`src/rtl/sdma_pkg.sv`:
```
package sdma_pkg;
    localparam int DW    = 8;
    localparam int PW    = 5;
    localparam int NCH   = 4;
    localparam int CMDW  = 3;
    localparam int CMD_LO = DW - CMDW;

    localparam logic [PW-1:0] A_BASE = '0;
    localparam logic [PW-1:0] A_ICR  = PW'(1);

    localparam int ICR_MIE = 7;
    localparam int ICR_DLC = 6;

    localparam int CH_TXB = 0;
    localparam int CH_RXB = 1;
    localparam int CH_TXA = 2;
    localparam int CH_RXA = 3;

    typedef enum logic [CMDW-1:0] {
        CMD_NOP    = 3'b000,
        CMD_ALLOFF = 3'b001,
        CMD_RSV2   = 3'b010,
        CMD_RSV3   = 3'b011,
        CMD_EN_RXA = 3'b100,
        CMD_EN_TXB = 3'b101,
        CMD_EN_TXA = 3'b110,
        CMD_EN_RXB = 3'b111
    } cmd_e;

    typedef struct packed {
        logic          rdq;
        logic          wrq;
        logic [PW-1:0] ptr;
    } bus_st_t;

    typedef struct packed {
        logic [DW-1:0] stat;
        logic [DW-1:0] snap;
    } stat_st_t;

    typedef struct packed {
        logic [DW-1:0]  icr;
        logic [NCH-1:0] en;
    } ctl_st_t;
endpackage

```
`src/rtl/sdma_busfront.sv`:
```
module sdma_busfront
    import sdma_pkg::*;
(
    input  logic          clk,
    input  logic          rst_n,
    input  logic          cs_n,
    input  logic          rd_n,
    input  logic          wr_n,
    input  logic [PW-1:0] wptr,
    output logic [PW-1:0] ptr,
    output logic          rd_held,
    output logic          rd_start,
    output logic          rd_end,
    output logic          wr_start,
    output logic          wr_base,
    output logic          wr_icr
);
    bus_st_t st_q, st_d;
    logic rd_act, wr_act;
    logic [PW-1:0] ptr_eff;

    always_comb begin
        rd_act   = !cs_n && !rd_n && wr_n;
        wr_act   = !cs_n && !wr_n && rd_n;
        rd_start = rd_act && !st_q.rdq;
        rd_end   = st_q.rdq && !rd_act;
        wr_start = wr_act && !st_q.wrq;
        // a read that ends in this cycle is retired before a write that starts
        ptr_eff  = rd_end ? A_BASE : st_q.ptr;
        wr_base  = wr_start && (ptr_eff == A_BASE);
        wr_icr   = wr_start && (ptr_eff == A_ICR);

        st_d     = st_q;
        st_d.rdq = rd_act;
        st_d.wrq = wr_act;
        if (wr_start) begin
            st_d.ptr = (ptr_eff == A_BASE) ? wptr : A_BASE;
        end else if (rd_end) begin
            st_d.ptr = A_BASE;
        end
    end

    always_ff @(posedge clk or negedge rst_n) begin
        if (!rst_n) begin
            st_q <= '0;
        end else begin
            st_q <= st_d;
        end
    end

    assign ptr     = st_q.ptr;
    assign rd_held = st_q.rdq;
endmodule

```
`src/rtl/sdma_status.sv`:
```
module sdma_status
    import sdma_pkg::*;
(
    input  logic           clk,
    input  logic           rst_n,
    input  logic [NCH-1:0] tc_ev,
    input  logic [NCH-1:0] ab_ev,
    input  logic           base_rd_start,
    input  logic           base_rd_end,
    input  logic           base_rd_held,
    output logic [DW-1:0]  stat,
    output logic [DW-1:0]  view
);
    stat_st_t st_q, st_d;
    logic [DW-1:0] ev;

    always_comb begin
        ev   = {tc_ev, ab_ev};
        st_d = st_q;
        if (base_rd_start) begin
            st_d.snap = st_q.stat;
        end
        if (base_rd_end) begin
            st_d.stat = (st_q.stat & ~st_q.snap) | ev;
        end else begin
            st_d.stat = st_q.stat | ev;
        end
    end

    always_ff @(posedge clk or negedge rst_n) begin
        if (!rst_n) begin
            st_q <= '0;
        end else begin
            st_q <= st_d;
        end
    end

    assign stat = st_q.stat;
    assign view = base_rd_held ? st_q.snap : st_q.stat;
endmodule

```
`src/rtl/sdma_ctrl.sv`:
```
module sdma_ctrl
    import sdma_pkg::*;
(
    input  logic           clk,
    input  logic           rst_n,
    input  logic           wr_base,
    input  logic           wr_icr,
    input  logic [DW-1:0]  wdata,
    input  logic [DW-1:0]  stat,
    input  logic           chain_ei,
    output logic [DW-1:0]  icr,
    output logic [NCH-1:0] ch_en,
    output logic           irq,
    output logic           chain_eo
);
    ctl_st_t st_q, st_d;
    logic [NCH-1:0] pend;
    cmd_e cmd;

    for (genvar c = 0; c < NCH; c++) begin : g_pend
        assign pend[c] = st_q.icr[c] && (stat[NCH + c] || stat[c]);
    end

    always_comb begin
        cmd  = cmd_e'(wdata[DW-1:CMD_LO]);
        st_d = st_q;
        if (wr_icr) begin
            st_d.icr = wdata;
        end
        if (wr_base) begin
            case (cmd)
                CMD_ALLOFF: st_d.en = '0;
                CMD_EN_RXA: st_d.en[CH_RXA] = 1'b1;
                CMD_EN_TXB: st_d.en[CH_TXB] = 1'b1;
                CMD_EN_TXA: st_d.en[CH_TXA] = 1'b1;
                CMD_EN_RXB: st_d.en[CH_RXB] = 1'b1;
                default:    st_d.en = st_q.en;
            endcase
        end
    end

    always_ff @(posedge clk or negedge rst_n) begin
        if (!rst_n) begin
            st_q <= '0;
        end else begin
            st_q <= st_d;
        end
    end

    assign icr      = st_q.icr;
    assign ch_en    = st_q.en;
    assign irq      = st_q.icr[ICR_MIE] && (|pend);
    assign chain_eo = chain_ei && !st_q.icr[ICR_DLC] && !irq;
endmodule

```
`src/rtl/sdma_regfront.sv`:
```
module sdma_regfront
    import sdma_pkg::*;
(
    input  logic           clk,
    input  logic           rst_n,
    input  logic           cs_n,
    input  logic           rd_n,
    input  logic           wr_n,
    input  logic [DW-1:0]  wdata,
    output logic [DW-1:0]  rdata,
    input  logic [NCH-1:0] tc_pulse,
    input  logic [NCH-1:0] abort_pulse,
    input  logic           chain_ei,
    output logic [NCH-1:0] ch_enable,
    output logic           irq,
    output logic           chain_eo
);
    logic [PW-1:0] ptr_w;
    logic          rd_held_w, rd_start_w, rd_end_w, wr_start_w;
    logic          wr_base_w, wr_icr_w;
    logic [DW-1:0] stat_w, view_w, icr_w;
    logic          at_base;

    assign at_base = (ptr_w == A_BASE);

    sdma_busfront u_bus (
        .clk      (clk),
        .rst_n    (rst_n),
        .cs_n     (cs_n),
        .rd_n     (rd_n),
        .wr_n     (wr_n),
        .wptr     (wdata[PW-1:0]),
        .ptr      (ptr_w),
        .rd_held  (rd_held_w),
        .rd_start (rd_start_w),
        .rd_end   (rd_end_w),
        .wr_start (wr_start_w),
        .wr_base  (wr_base_w),
        .wr_icr   (wr_icr_w)
    );

    sdma_status u_stat (
        .clk           (clk),
        .rst_n         (rst_n),
        .tc_ev         (tc_pulse),
        .ab_ev         (abort_pulse),
        .base_rd_start (rd_start_w && at_base),
        .base_rd_end   (rd_end_w && at_base),
        .base_rd_held  (rd_held_w),
        .stat          (stat_w),
        .view          (view_w)
    );

    sdma_ctrl u_ctl (
        .clk      (clk),
        .rst_n    (rst_n),
        .wr_base  (wr_base_w),
        .wr_icr   (wr_icr_w),
        .wdata    (wdata),
        .stat     (stat_w),
        .chain_ei (chain_ei),
        .icr      (icr_w),
        .ch_en    (ch_enable),
        .irq      (irq),
        .chain_eo (chain_eo)
    );

    always_comb begin
        if (at_base) begin
            rdata = view_w;
        end else if (ptr_w == A_ICR) begin
            rdata = icr_w;
        end else begin
            rdata = '0;
        end
    end
endmodule

```
`config.mk`:
```
export PLATFORM = sky130hd
export DESIGN_NAME = sdma_regfront
export DESIGN_NICKNAME = d
export VERILOG_FILES = /design/src/rtl/sdma_pkg.sv /design/src/rtl/sdma_busfront.sv /design/src/rtl/sdma_status.sv /design/src/rtl/sdma_ctrl.sv /design/src/rtl/sdma_regfront.sv
export SDC_FILE = /design/constraint.sdc
export NUM_CORES = 1
export LEC_CHECK = 0
export BUFFER_PORTS_ARGS = -buffer_cell sky130_fd_sc_hd__buf_2
export CORE_AREA = 2 2 65 67
export CTS_CLUSTER_DIAMETER = 120
export DETAILED_ROUTE_END_ITERATION = 7
export DIE_AREA = 0 0 67 69
export PLACE_DENSITY_LB_ADDON = 0.3
export SKIP_LAST_GASP = 1
export SLEW_MARGIN = 30
export SYNTH_ARGS = -nofsm -noshare
export SYNTH_HDL_FRONTEND = slang
export SYNTH_HIERARCHICAL = 1
export SYNTH_SLANG_ARGS = --single-unit
export TNS_END_PERCENT = 30
```
`constraint.sdc`:
```
create_clock -name clk -period 5.7 [get_ports clk]
set_clock_uncertainty 0.05 [all_clocks]
set_input_delay 0.57 -clock clk [delete_from_list [all_inputs] [get_ports clk]]
set_output_delay 0.57 -clock clk [all_outputs]
set_load 0.02 [all_outputs]
```
== Word-level counts from Yosys, hierarchy flattened ==
Cells that the tools add are included.

* Register bits after elaboration: 35
* Output and inout port bits: 14
* Word-level logic and storage cells: 73
* Bits of input ports: 22

* Equality and inequality tests: 7
* Reduce and logical (&&, ||, !) cells: 41
* Mux-type cells: 11
* Bitwise operators: 4

{| class="wikitable"
|+ Operators with widths
! operator !! number
|-
| 2-to-1 mux 8 bit || 4
|-
| logical AND 1 bit || 18
|-
| OR 8 bit || 2
|-
| 2-to-1 mux 5 bit || 3
|-
| == test 3 bit (second input constant) || 4
|-
| == test 5 x 1 -> 1 bit (second input constant) || 2
|-
| logical NOT 5 bit || 2
|-
| AND 8 bit || 1
|-
| logical NOT 1 bit || 8
|-
| NOT 8 bit || 1
|-
| case mux 1 bit (2 select lines) || 4
|-
| AND reduction 2 bit || 4
|-
| nonzero test 2 bit || 4
|-
| logical OR 1 bit || 4
|-
| OR reduction 4 bit || 1
|-
| == test 3 x 1 -> 1 bit (second input constant) || 1
|}

== Depth between registers and ports, before layout ==
Gate-level depths: netlist of the first run.

* Depth in word-level cells: 9
* Mapped depth: 7
* Mapped depth without buffers: 6

== Hierarchy ==
The synthesis of the first run kept the hierarchy.

{| class="wikitable"
|+ Modules (own cells, without submodules)
! module !! sequential area each (µm²) !! area an instance (µm²) !! instances !! cells an instance
|-
| sdma_status || 400.4 || 818.3 || 1 || 59
|-
| sdma_ctrl || 300.3 || 535.5 || 1 || 44
|-
| sdma_busfront || 175.2 || 367.9 || 1 || 33
|-
| sdma_regfront || 0.0 || 162.7 || 1 || 21
|}

== Worst setup path after synthesis of the first run ==
OpenSTA, ideal clock, no wires.

* Path kind: register to output
* Start point: register u_bus.st_q (netlist bit u_bus/ptr[3])
* End point: output rdata[0]
* Setup slack: 3622 ps
* Arrival time: 1458 ps
* Buffers on the path: 2
* Stages on the path, launching flop included: 5
* Required time: 5080 ps
* Cells stage by stage: dfrtp_1 > buf_4 > or4_4 > buf_6 > nor2_1

* Word-level cells in the longest chain between the ends: 3
* Elaborated cells between the ends (all ways): 4
* Classes of those cells: eq/ne (1); mux (2); reduce/logical (1)

{| class="wikitable"
|+ Ends and longest elaborated chain
! what !! line !! text
|-
| from (decl) || sdma_busfront.sv:18 || <nowiki>bus_st_t st_q, st_d;</nowiki>
|-
| from (signal assigned) || sdma_busfront.sv:47 || <nowiki>st_q <= st_d;</nowiki>
|-
| == test 5 x 1 -> 1 bit || sdma_regfront.sv:71 || <nowiki>end else if (ptr_w == A_ICR) begin</nowiki>
|-
| 2-to-1 mux 8 bit || sdma_regfront.sv:71 ||
|-
| 2-to-1 mux 8 bit * || sdma_regfront.sv:69 || <nowiki>if (at_base) begin</nowiki>
|-
| to (decl) || sdma_regfront.sv:10 || <nowiki>output logic [DW-1:0] rdata,</nowiki>
|}

Mark *: on every way between the ends. The rest lies on a longest branch, timed or not.

== Worst setup path in the final report of the first run ==
* Start point: register u_bus.st_q (netlist bit u_bus/rd_held)
* End point: output rdata[7]

* Word-level cells in the longest chain between the ends: 2

{| class="wikitable"
|+ Ends and longest elaborated chain
! what !! line !! text
|-
| 2-to-1 mux 8 bit || sdma_status.sv:39 || <nowiki>assign view = base_rd_held ? st_q.snap : st_q.stat;</nowiki>
|-
| named net view_w[7] || sdma_regfront.sv:21 || <nowiki>logic [DW-1:0] stat_w, view_w, icr_w;</nowiki>
|-
| 2-to-1 mux 8 bit || sdma_regfront.sv:69 ||
|}

The timed path passes the listed nets, and every way through them passes these cells.

==> run summary, run 1 <==
Final Hold Fails: 0
Clock-pin slew on the worst setup and hold paths: 70 ps
Critical R2R Launch: u_bus/ptr[3]
Worst setup EP type: output pin
Initial DRC Count: 49
DR WL/cell: 15.90 µm
CTS Buffer Depth: 2
Die X: 67 µm
FP Rows: 23
Pre-antenna DRT Iters: 4
Hold slack: 302.7 ps
Critical path peak fanout: 13
Crit path launch type: register
H-tree lvl count: 2
Hold-fix buffers, CTS: 0
Max_cap viols: 0
Global-route wire length before repair: 6147 µm
RSZ-0062 raised after global routing: no
Final Total Pwr: 880.8 µW
Root buf cell: clkbuf_8
Vias: 1214
Worst-Skew Late Latency: 300 ps
Post-route clock period utilization: 41.47%
Synthesis Warnings: 6
Gpl congestion: 0.7887
Worst EP required: 5080 ps
Syn-to-layout area delta: 9.993%
Antenna-violating nets left: 0
Max-slew violations: 0
Post-cts sizing count: 0
Post-CTS setup buffers: 0
# DRC: 0
Max VDD drop: 0.1930 mV
# IOs: 36
Final instance area: 0.002066 mm²
Post-layout nets: 200
Setup WS pre-CTS: 3219 ps
Least-Margin Pin Slew: 898.3 ps
Avg Vias per Cell: 5.301
Synthesized area: 0.001878 mm²
Final WL: 3641 µm
Final WS setup: 3336 ps
Max Clock Freq: 423.0 MHz
Placed cell area: 0.001966 mm²
R2R depth: 3
Share of layout cells above drive strength 1: 41.90%
Largest net degree at the start of global routing: 36
Chip height: 69 µm
Vias in the first global route: 1294
CTS tree: yes
Cells after Synth: 156
Initial antenna violation count: 0
Status: complete, no violations
Die area: 0.004623 mm²
Fin crit period: 2364 ps
Ant diodes: 0
Crit Path Category: reg2out
Minimum setup slack among reg-to-reg paths: 3360 ps
Core area: 0.003914 mm²
Number of CTS-inserted buffers: 5
PortBufs: 35
Hold Path Class: in2async
Tot GR Track Use: 17.94%
Clk sink count: 35
Starting Density: 47.99%
Worst Path Arrival: 1740 ps
Leakage: 0.0009051 µW
GRT overflow: 0
R2r endpoint: u_stat/st_q[2]
DP Wirelength: 2647 µm
Rel. slew slack: 39.85%
Pwr Density: 426.4 mW/mm²
Fin Setup TNS: 0 ps
Most frequent cells in the layout: buf_2 (35), dfrtp_1 (35), mux2_4 (16)
Mapped Nets: 178
Syn_area_per_cell: 12.04 µm²
Setup Viol. Count Final: 0
-- final cells by class --
cell class	instances	area (µm²)
Fill cell	371	1848
Sequential cell	35	875.8
Multi-Input combinational cell	95	829.5
Timing Repair Buffer	35	175.2
Clock buffer	8	100.1
Tap cell	50	62.56
Inverter	6	22.52
-- registers in the layout, indices dropped and copies added (netlist names) --
signal and cells:
u_ctl/icr 8, u_bus/st_q 1, u_ctl/ch_en 4, u_stat/st_q 8
u_bus/rd_held 1, u_stat/stat 8, u_bus/ptr 5
-- worst max-delay path by stage --
stage / to / cells after the start / from
2_1_floorplan: rdata[0] / 4 / u_bus/ptr[3]
3_3_place_gp: u_stat/st_q[6] / 5 / cs_n
3_5_place_dp: u_stat/st_q[2] / 5 / cs_n
4_1_cts: u_stat/st_q[2] / 3 / u_bus/ptr[3]
5_1_grt: rdata[3] / 4 / u_bus/rd_held
6_report: rdata[7] / 4 / u_bus/rd_held
-- critical path, cell delays in order, from the launching register on --
cell and delay [ps]:
dfrtp_1 750, mux2_4 350, mux2i_1 120, nor2_1 60
buf_2 160
-- per-stage QoR --
stage	instances	util [%]
after detailed placement	221	50.22
final	229	52.78
after floorplan	156	-
after CTS	229	52.78
after global routing	229	52.78
after global placement	221	50.22
-- metal layers --
metal	GRT usage, %	vias up	part of all wire (%)
met2	28.38	34	49
met3	4.241	8	5.4
met5	0	-	0
li1	-	581	-
met4	10.20	0	2.5
met1	21.94	591	43
-- power by group --
group          internal, µW  switching [µW]
Sequential              311            60.3
Combinational           148             161
Clock                   110            90.6
(Power assumes the default switching activity.)
==> run 2: changes to the inputs <==
Settings changed: ABC_AREA from default to 1, CORE_AREA 2 2 65 67 to 2 2 66 68, DIE_AREA 0 0 67 69 to 0 0 68 70.
Clock period 5.7 ns to 2.4 ns, I/O delays scaled along.
==> run 2 against run 1 <==
Compared with the run above: the flow now finishes with violations (negative hold slack); total power rose by 150%; worst hold slack worse by 330 ps; die area rose by 3.0%; utilization shrank 0.52 points; sequential power grew to 2.5 times the previous value; area after synthesis up 4.9%; via count rose by 34%; highest routed layer unchanged.
==> run summary, run 2 <==
Most frequent cells in the layout: nand2_1 (65), inv_1 (41), buf_2 (35), dfrtp_1 (35), nand4_1 (24) (was buf_2 (35), dfrtp_1 (35), mux2_4 (16))
Gpl congestion: 0.8247 (was 0.7887)
RSZ-0062 raised after global routing: no (unchanged)
PortBufs: 35 (unchanged)
Commonest non-fill, non-tap cell in the layout: nand2_1
Core area: 0.004144 mm² (was 0.003914 mm²)
Hold-fix buffers, CTS: 0 (unchanged)
Critical path peak fanout: 16 (was 13)
Clk sink count: 35 (unchanged)
Max_cap viols: 0 (unchanged)
Worst-Skew Late Latency: 290 ps (was 300 ps)
CP cell instances: nor2_4, buf_4, nand4_1, nand2_1, buf_2 (was mux2_4, mux2i_1, nor2_1, buf_2)
Starting Density: 47.52% (was 47.99%)
Worst setup path start: u_bus/ptr[3] (was u_bus/rd_held)
Max-slew violations: 0 (unchanged)
Met3 GRT Util: 4.831% (was 4.241%)
Internal: 1316 µW (was 569.4 µW)
Clock-pin slew on the worst setup and hold paths: 70 ps (about the same)
Initial DRC Count: 116 (was 49)
Post-layout nets: 302 (was 200)
R2R depth: 6 (was 3)
Rel. slew slack: 47.67% (was 39.85%)
H-tree lvl count: 2 (unchanged)
Chip height: 70 µm (was 69 µm)
Final Hold Fails: 35 (was 0)
Vias: 1622 (was 1214)
Final Total Pwr: 2185 µW (was 880.8 µW)
Share of layout cells above drive strength 1: 21.71% (was 41.90%)
Die X: 68 µm (was 67 µm)
Ant diodes: 0 (unchanged)
CTS tree: yes (unchanged)
Pwr Density: 1009 mW/mm² (was 426.4 mW/mm²)
Mapped Nets: 277 (was 178)
Synthesized area: 0.001969 mm² (was 0.001878 mm²)
Avg Vias per Cell: 4.871 (was 5.301)
Crit Path Category: reg2out (unchanged)
Clk pwr share: 21.9% (was 22.8%)
GRT overflow: 0 (unchanged)
Final instance area: 0.002166 mm² (was 0.002066 mm²)
Post-CTS setup buffers: 0 (unchanged)
Pre-antenna DRT Iters: 4 (unchanged)
Crit path launch type: register (unchanged)
Fin Setup TNS: 0 ps (unchanged)
Worst Path Arrival: 1500 ps (was 1740 ps)
Worst setup EP type: output pin (unchanged)
Hold slack: -24.63 ps (was 302.7 ps)
Initial antenna violation count: 0 (unchanged)
# DRC: 0 (unchanged)
Hold Path Class: in2async (unchanged)
Seq pwr share: 42.5% (was 42.2%)
R2r endpoint: u_stat/stat[1] (was u_stat/st_q[2])
Minimum setup slack among reg-to-reg paths: 620 ps (was 3360 ps)
Filler instances: 406 (was 371)
Switching power: 868.7 µW (was 311.4 µW)
Net Sw Frac: 39.76% (was 35.36%)
Die area: 0.004760 mm² (was 0.004623 mm²)
Kind of cell adding the most delay to the critical path: flip-flops (unchanged)
Fin crit period: 1788 ps
Max incr delay on CP: 450 ps (was 750 ps)
FP Rows: 24 (was 23)
# IOs: 36 (unchanged)
Placed cell area: 0.002066 mm² (was 0.001966 mm²)
Max VDD drop: 0.3763 mV (was 0.1930 mV)
CTS Buffer Depth: 2 (unchanged)
Global-route wire length before repair: 6568 µm (was 6147 µm)
Failing checks: negative hold slack
Max Clock Freq: 559.3 MHz
Cell at the slowest stage of the critical path: dfrtp_1 (unchanged)
Synthesis Warnings: 6 (unchanged)
Least-Margin Pin Slew: 784.9 ps (was 898.3 ps)
Critical R2R Launch: u_bus/ptr[4] (was u_bus/ptr[3])
Status: finished with violations (was complete, no violations)
Met2 Use GR: 29.02% (was 28.38%)
Root buf cell: clkbuf_8 (unchanged)
DP Wirelength: 2864 µm (was 2647 µm)
GRT Max-Usage Layer: met2 (unchanged)
Part of the power in combinational logic: 35.6% (was 35.0%)
Vias in the first global route: 1500 (was 1294)
Final WL: 3967 µm (was 3641 µm)
Post-cts sizing count: 0 (unchanged)
CP bufs+invs: 2 (was 1)
Post-route clock period utilization: 74.50%
Met1 Use GR: 23.31% (was 21.94%)
Number of CTS-inserted buffers: 5 (unchanged)
Tot GR Track Use: 18.39% (was 17.94%)
Antenna-violating nets left: 0 (unchanged)
DR WL/cell: 11.91 µm (was 15.90 µm)
Setup Viol. Count Final: 0 (unchanged)
Syn_area_per_cell: 7.723 µm² (was 12.04 µm²)
Cells after Synth: 255 (was 156)
Syn-to-layout area delta: 9.975% (was 9.993%)
Largest net degree at the start of global routing: 36 (unchanged)
Leakage: 0.001175 µW (was 0.0009051 µW)
Worst EP required: 2110 ps (was 5080 ps)
## run 2: layer usage
layer / up-vias / part of all wire (%)
met4: 0 / 2.0
met3: 8 / 5.3
met2: 44 / 48
li1: 846 / -
met1: 724 / 45
met5: - / 0
## run 2: worst max-delay path by stage
stage	end	slack [ps]	cells after the start
after floorplan	u_ctl/icr[4]	800	6
after CTS	u_stat/stat[1]	610	6
after global placement	u_ctl/ch_en[3]	620	10
final	rdata[7]	610	5
after global routing	u_stat/stat[4]	410	6
after detailed placement	u_ctl/ch_en[3]	570	10
## run 2: layout make-up
class                   count  area (µm²)  share of cell area, %
inverters                  44       165.2                  7.626
flip-flops and latches     35       875.8                  40.44
clock buffers               8       100.1                  4.622
well taps                  52       65.06                  3.004
multi-input cells         155       754.5                  34.84
repair buffers             39       205.2                  9.474
## run 2: per-stage QoR
step                util, %  worst slack [ps]  cells  hold WS (ps)
global route          52.26             408.7    333         41.20
detailed placement    49.85             574.8    325         331.7
global placement      49.85             619.4    325         322.2
CTS                   52.26             612.7    333         10.42
finish                52.26             612.1    333        -24.63
floorplan                 -             798.4    255        -105.6
## run 2: power groups by stage
stage | registers (µW) | logic [µW] | clock network, µW
after floorplan | 924 | 587 | 0
after global placement | 937 | 763 | 0
after detailed placement | 941 | 779 | 0
after CTS | 930 | 783 | 492
after global routing | 959 | 876 | 513
final | 930 | 778 | 478
==> run 3: changes to the inputs <==
Clock period 2.4 ns to 1.8 ns, I/O delays scaled along.
==> run 3 against run 2 <==
Compared with the run above: the flow now finishes without violations; via count rose by 3.5%; first-iteration DRC count decreased by 2.6%; flip-flop and latch count stayed put; die area unchanged; highest routed layer unchanged; worst setup slack lost 510 ps; sequential share of layout area decreased by 1.9 points; register-to-register slack lost 420 ps; utilization rose by 2.5 points; sequential power up 31%; largest cell class unchanged; worst hold slack improved by 51 ps; routed wire length down 0.33%; total power grew 37%.
==> run summary, run 3 (same netlist as run 2, synthesis figures left out) <==
Worst Path Arrival: 1470 ps (was 1500 ps)
Vias: 1679 (was 1622)
Pre-antenna DRT Iters: 4 (unchanged)
Vias in the first global route: 1582 (was 1500)
Largest net degree at the start of global routing: 36 (unchanged)
Setup Viol. Count Final: 0 (unchanged)
Syn-to-layout area delta: 15.31% (was 9.975%)
Max_cap viols: 0 (unchanged)
Avg Vias per Cell: 4.895 (was 4.871)
# DRC: 0 (unchanged)
Status: complete, no violations (was finished with violations)
Worst setup EP type: output pin (unchanged)
Cell at the slowest stage of the critical path: dfrtp_1 (unchanged)
Die area: 0.004760 mm² (unchanged)
Initial DRC Count: 113 (was 116)
Clk sink count: 35 (unchanged)
GRT Max-Usage Layer: met2 (unchanged)
Met3 GRT Util: 4.026% (was 4.831%)
Global-route wire length before repair: 6879 µm (was 6568 µm)
Max incr delay on CP: 410 ps (was 450 ps)
Filler instances: 403 (was 406)
RSZ-0062 raised after global routing: yes (was no)
Share of layout cells above drive strength 1: 24.40% (was 21.71%)
Setup WS pre-CTS: 141.0 ps (was 574.8 ps)
Post-route clock period utilization: 94.56%
Least-Margin Pin Slew: 249.3 ps (was 784.9 ps)
Met1 Use GR: 24.08% (was 23.31%)
# IOs: 36 (unchanged)
Critical Path Most Common Cell: nor2_1
Ant diodes: 0 (unchanged)
Hold Path Class: in2reg (was in2async)
Fin cells: 343 (was 333)
Crit Path Category: reg2out (unchanged)
DR WL/cell: 11.53 µm (was 11.91 µm)
Clock-pin slew on the worst setup and hold paths: 70 ps (about the same)
FP Rows: 24 (unchanged)
Max-slew violations: 0 (unchanged)
PortBufs: 35 (unchanged)
Final WS setup: 97.96 ps (was 612.1 ps)
CTS tree: yes (unchanged)
Post-layout nets: 312 (was 302)
CP bufs+invs: 1 (was 2)
Final WL: 3954 µm (was 3967 µm)
Max VDD drop: 0.5405 mV (was 0.3763 mV)
Pwr Density: 1319 mW/mm² (was 1009 mW/mm²)
Critical path peak fanout: 4 (was 16)
H-tree lvl count: 2 (unchanged)
Antenna-violating nets left: 0 (unchanged)
CP cell instances: nor2_1, nor2_1, nor2_1, nand2_1, a21oi_1, buf_2 (was nor2_4, buf_4, nand4_1, nand2_1, buf_2)
Core area: 0.004144 mm² (unchanged)
Crit path launch type: register (unchanged)
Most frequent cells in the layout: nand2_1 (65), inv_1 (41), buf_2 (35), dfrtp_1 (35), nand4_1 (24) (unchanged)
DP Wirelength: 2919 µm (was 2864 µm)
Met2 Use GR: 30.42% (was 29.02%)
Commonest non-fill, non-tap cell in the layout: nand2_1 (unchanged)
Max Clock Freq: 587.5 MHz
Final Hold Fails: 0 (was 35)
CTS Buffer Depth: 2 (unchanged)
Starting Density: 47.52% (unchanged)
Multi-input logic area: 757.0 µm² (was 754.5 µm²)
Storage element area: 875.8 µm² (unchanged)
Chip height: 70 µm (unchanged)
Hold slack: 26.77 ps (was -24.63 ps)
Rel. slew slack: 83.38% (was 47.67%)
Number of CTS-inserted buffers: 5 (unchanged)
Kind of cell adding the most delay to the critical path: simple AND/OR/NAND/NOR gates (was flip-flops)
DP Cell Count: 330 (was 325)
Tot GR Track Use: 18.93% (was 18.39%)
Root buf cell: clkbuf_8 (unchanged)
Initial antenna violation count: 0 (unchanged)
Gpl congestion: 0.8986 (was 0.8247)
GRT overflow: 0 (unchanged)
Worst-Skew Late Latency: 280 ps (was 290 ps)
Die X: 68 µm (unchanged)
Fin crit period: 1702 ps
Leakage: 0.001232 µW (was 0.001175 µW)
Worst EP required: 1570 ps (was 2110 ps)
[run 3: changes by cell type in the layout (fill, tap and decap cells not counted)]
cell and change:
buf_12 +2, nor2_1 -1, nor2_2 +1, dlygate4sd3_1 +1, buf_4 +7
[run 3: worst register-to-register path, cell delays in order (launching register included)]
cell,delay (ps)
dfrtp_1,360
inv_1,60
nand4_2,150
a21oi_2,270
inv_1,100
nor2_1,160
mux2_2,340
[run 3: metal layers]
| metal | up-vias | routed length, µm |
|---|---|---|
| met1 | 776 | 1852 |
| met5 | - | 0 |
| met4 | 0 | 37 |
| met3 | 4 | 131 |
| li1 | 871 | - |
| met2 | 28 | 1932 |
[run 3: per-stage QoR]
| step | power (µW) | setup TNS, ps | util (%) | instance area (µm²) |
|---|---|---|---|---|
| final | 2996 | 0 | 54.80 | 2271 |
| after global routing | 3214 | -210.3 | 54.80 | 2271 |
| after CTS | 2947 | 0 | 53.71 | 2226 |
| after detailed placement | 2320 | 0 | 51.06 | 2116 |
| after global placement | 2287 | 0 | 51.06 | 2116 |
| after floorplan | 2014 | 0 | - | 1969 |
[run 3: final cells by class]
type / instances / share of cell area (%)
flip-flops and latches: 35 / 38.57
repair buffers: 49 / 13.55
clock buffers: 8 / 4.408
inverters: 44 / 7.273
multi-input cells: 155 / 33.33
well taps: 52 / 2.865
[run 3: final timing paths]
check                               start             end  slack (ps)  depth (start not counted)
max reg2reg                 u_bus/st_q[5]    u_ctl/icr[4]         200                          6
max                        u_stat/stat[0]        chain_eo         100                          6
min                           tc_pulse[2]  u_stat/stat[6]          30                          3
min reg2reg                u_ctl/ch_en[2]  u_ctl/ch_en[2]         460                          2
min in group asynchronous           rst_n  u_stat/stat[3]         330                          3
max in group asynchronous           rst_n    u_bus/ptr[2]        1190                          3
[run 3: timing repair]
action / in CTS / in global routing
hold endpoints to repair: 35 / 0
setup buffers: 0 / 4
resized for setup: 0 / 1
endpoints found under the setup margin: 0 / 10
hold buffers: 1 / 0
[run 3: where the power goes]
group / internal, µW / switching, µW
combinational: 447 / 700
sequential: 1040 / 188
clock: 349 / 276
total: 1830 / 1160
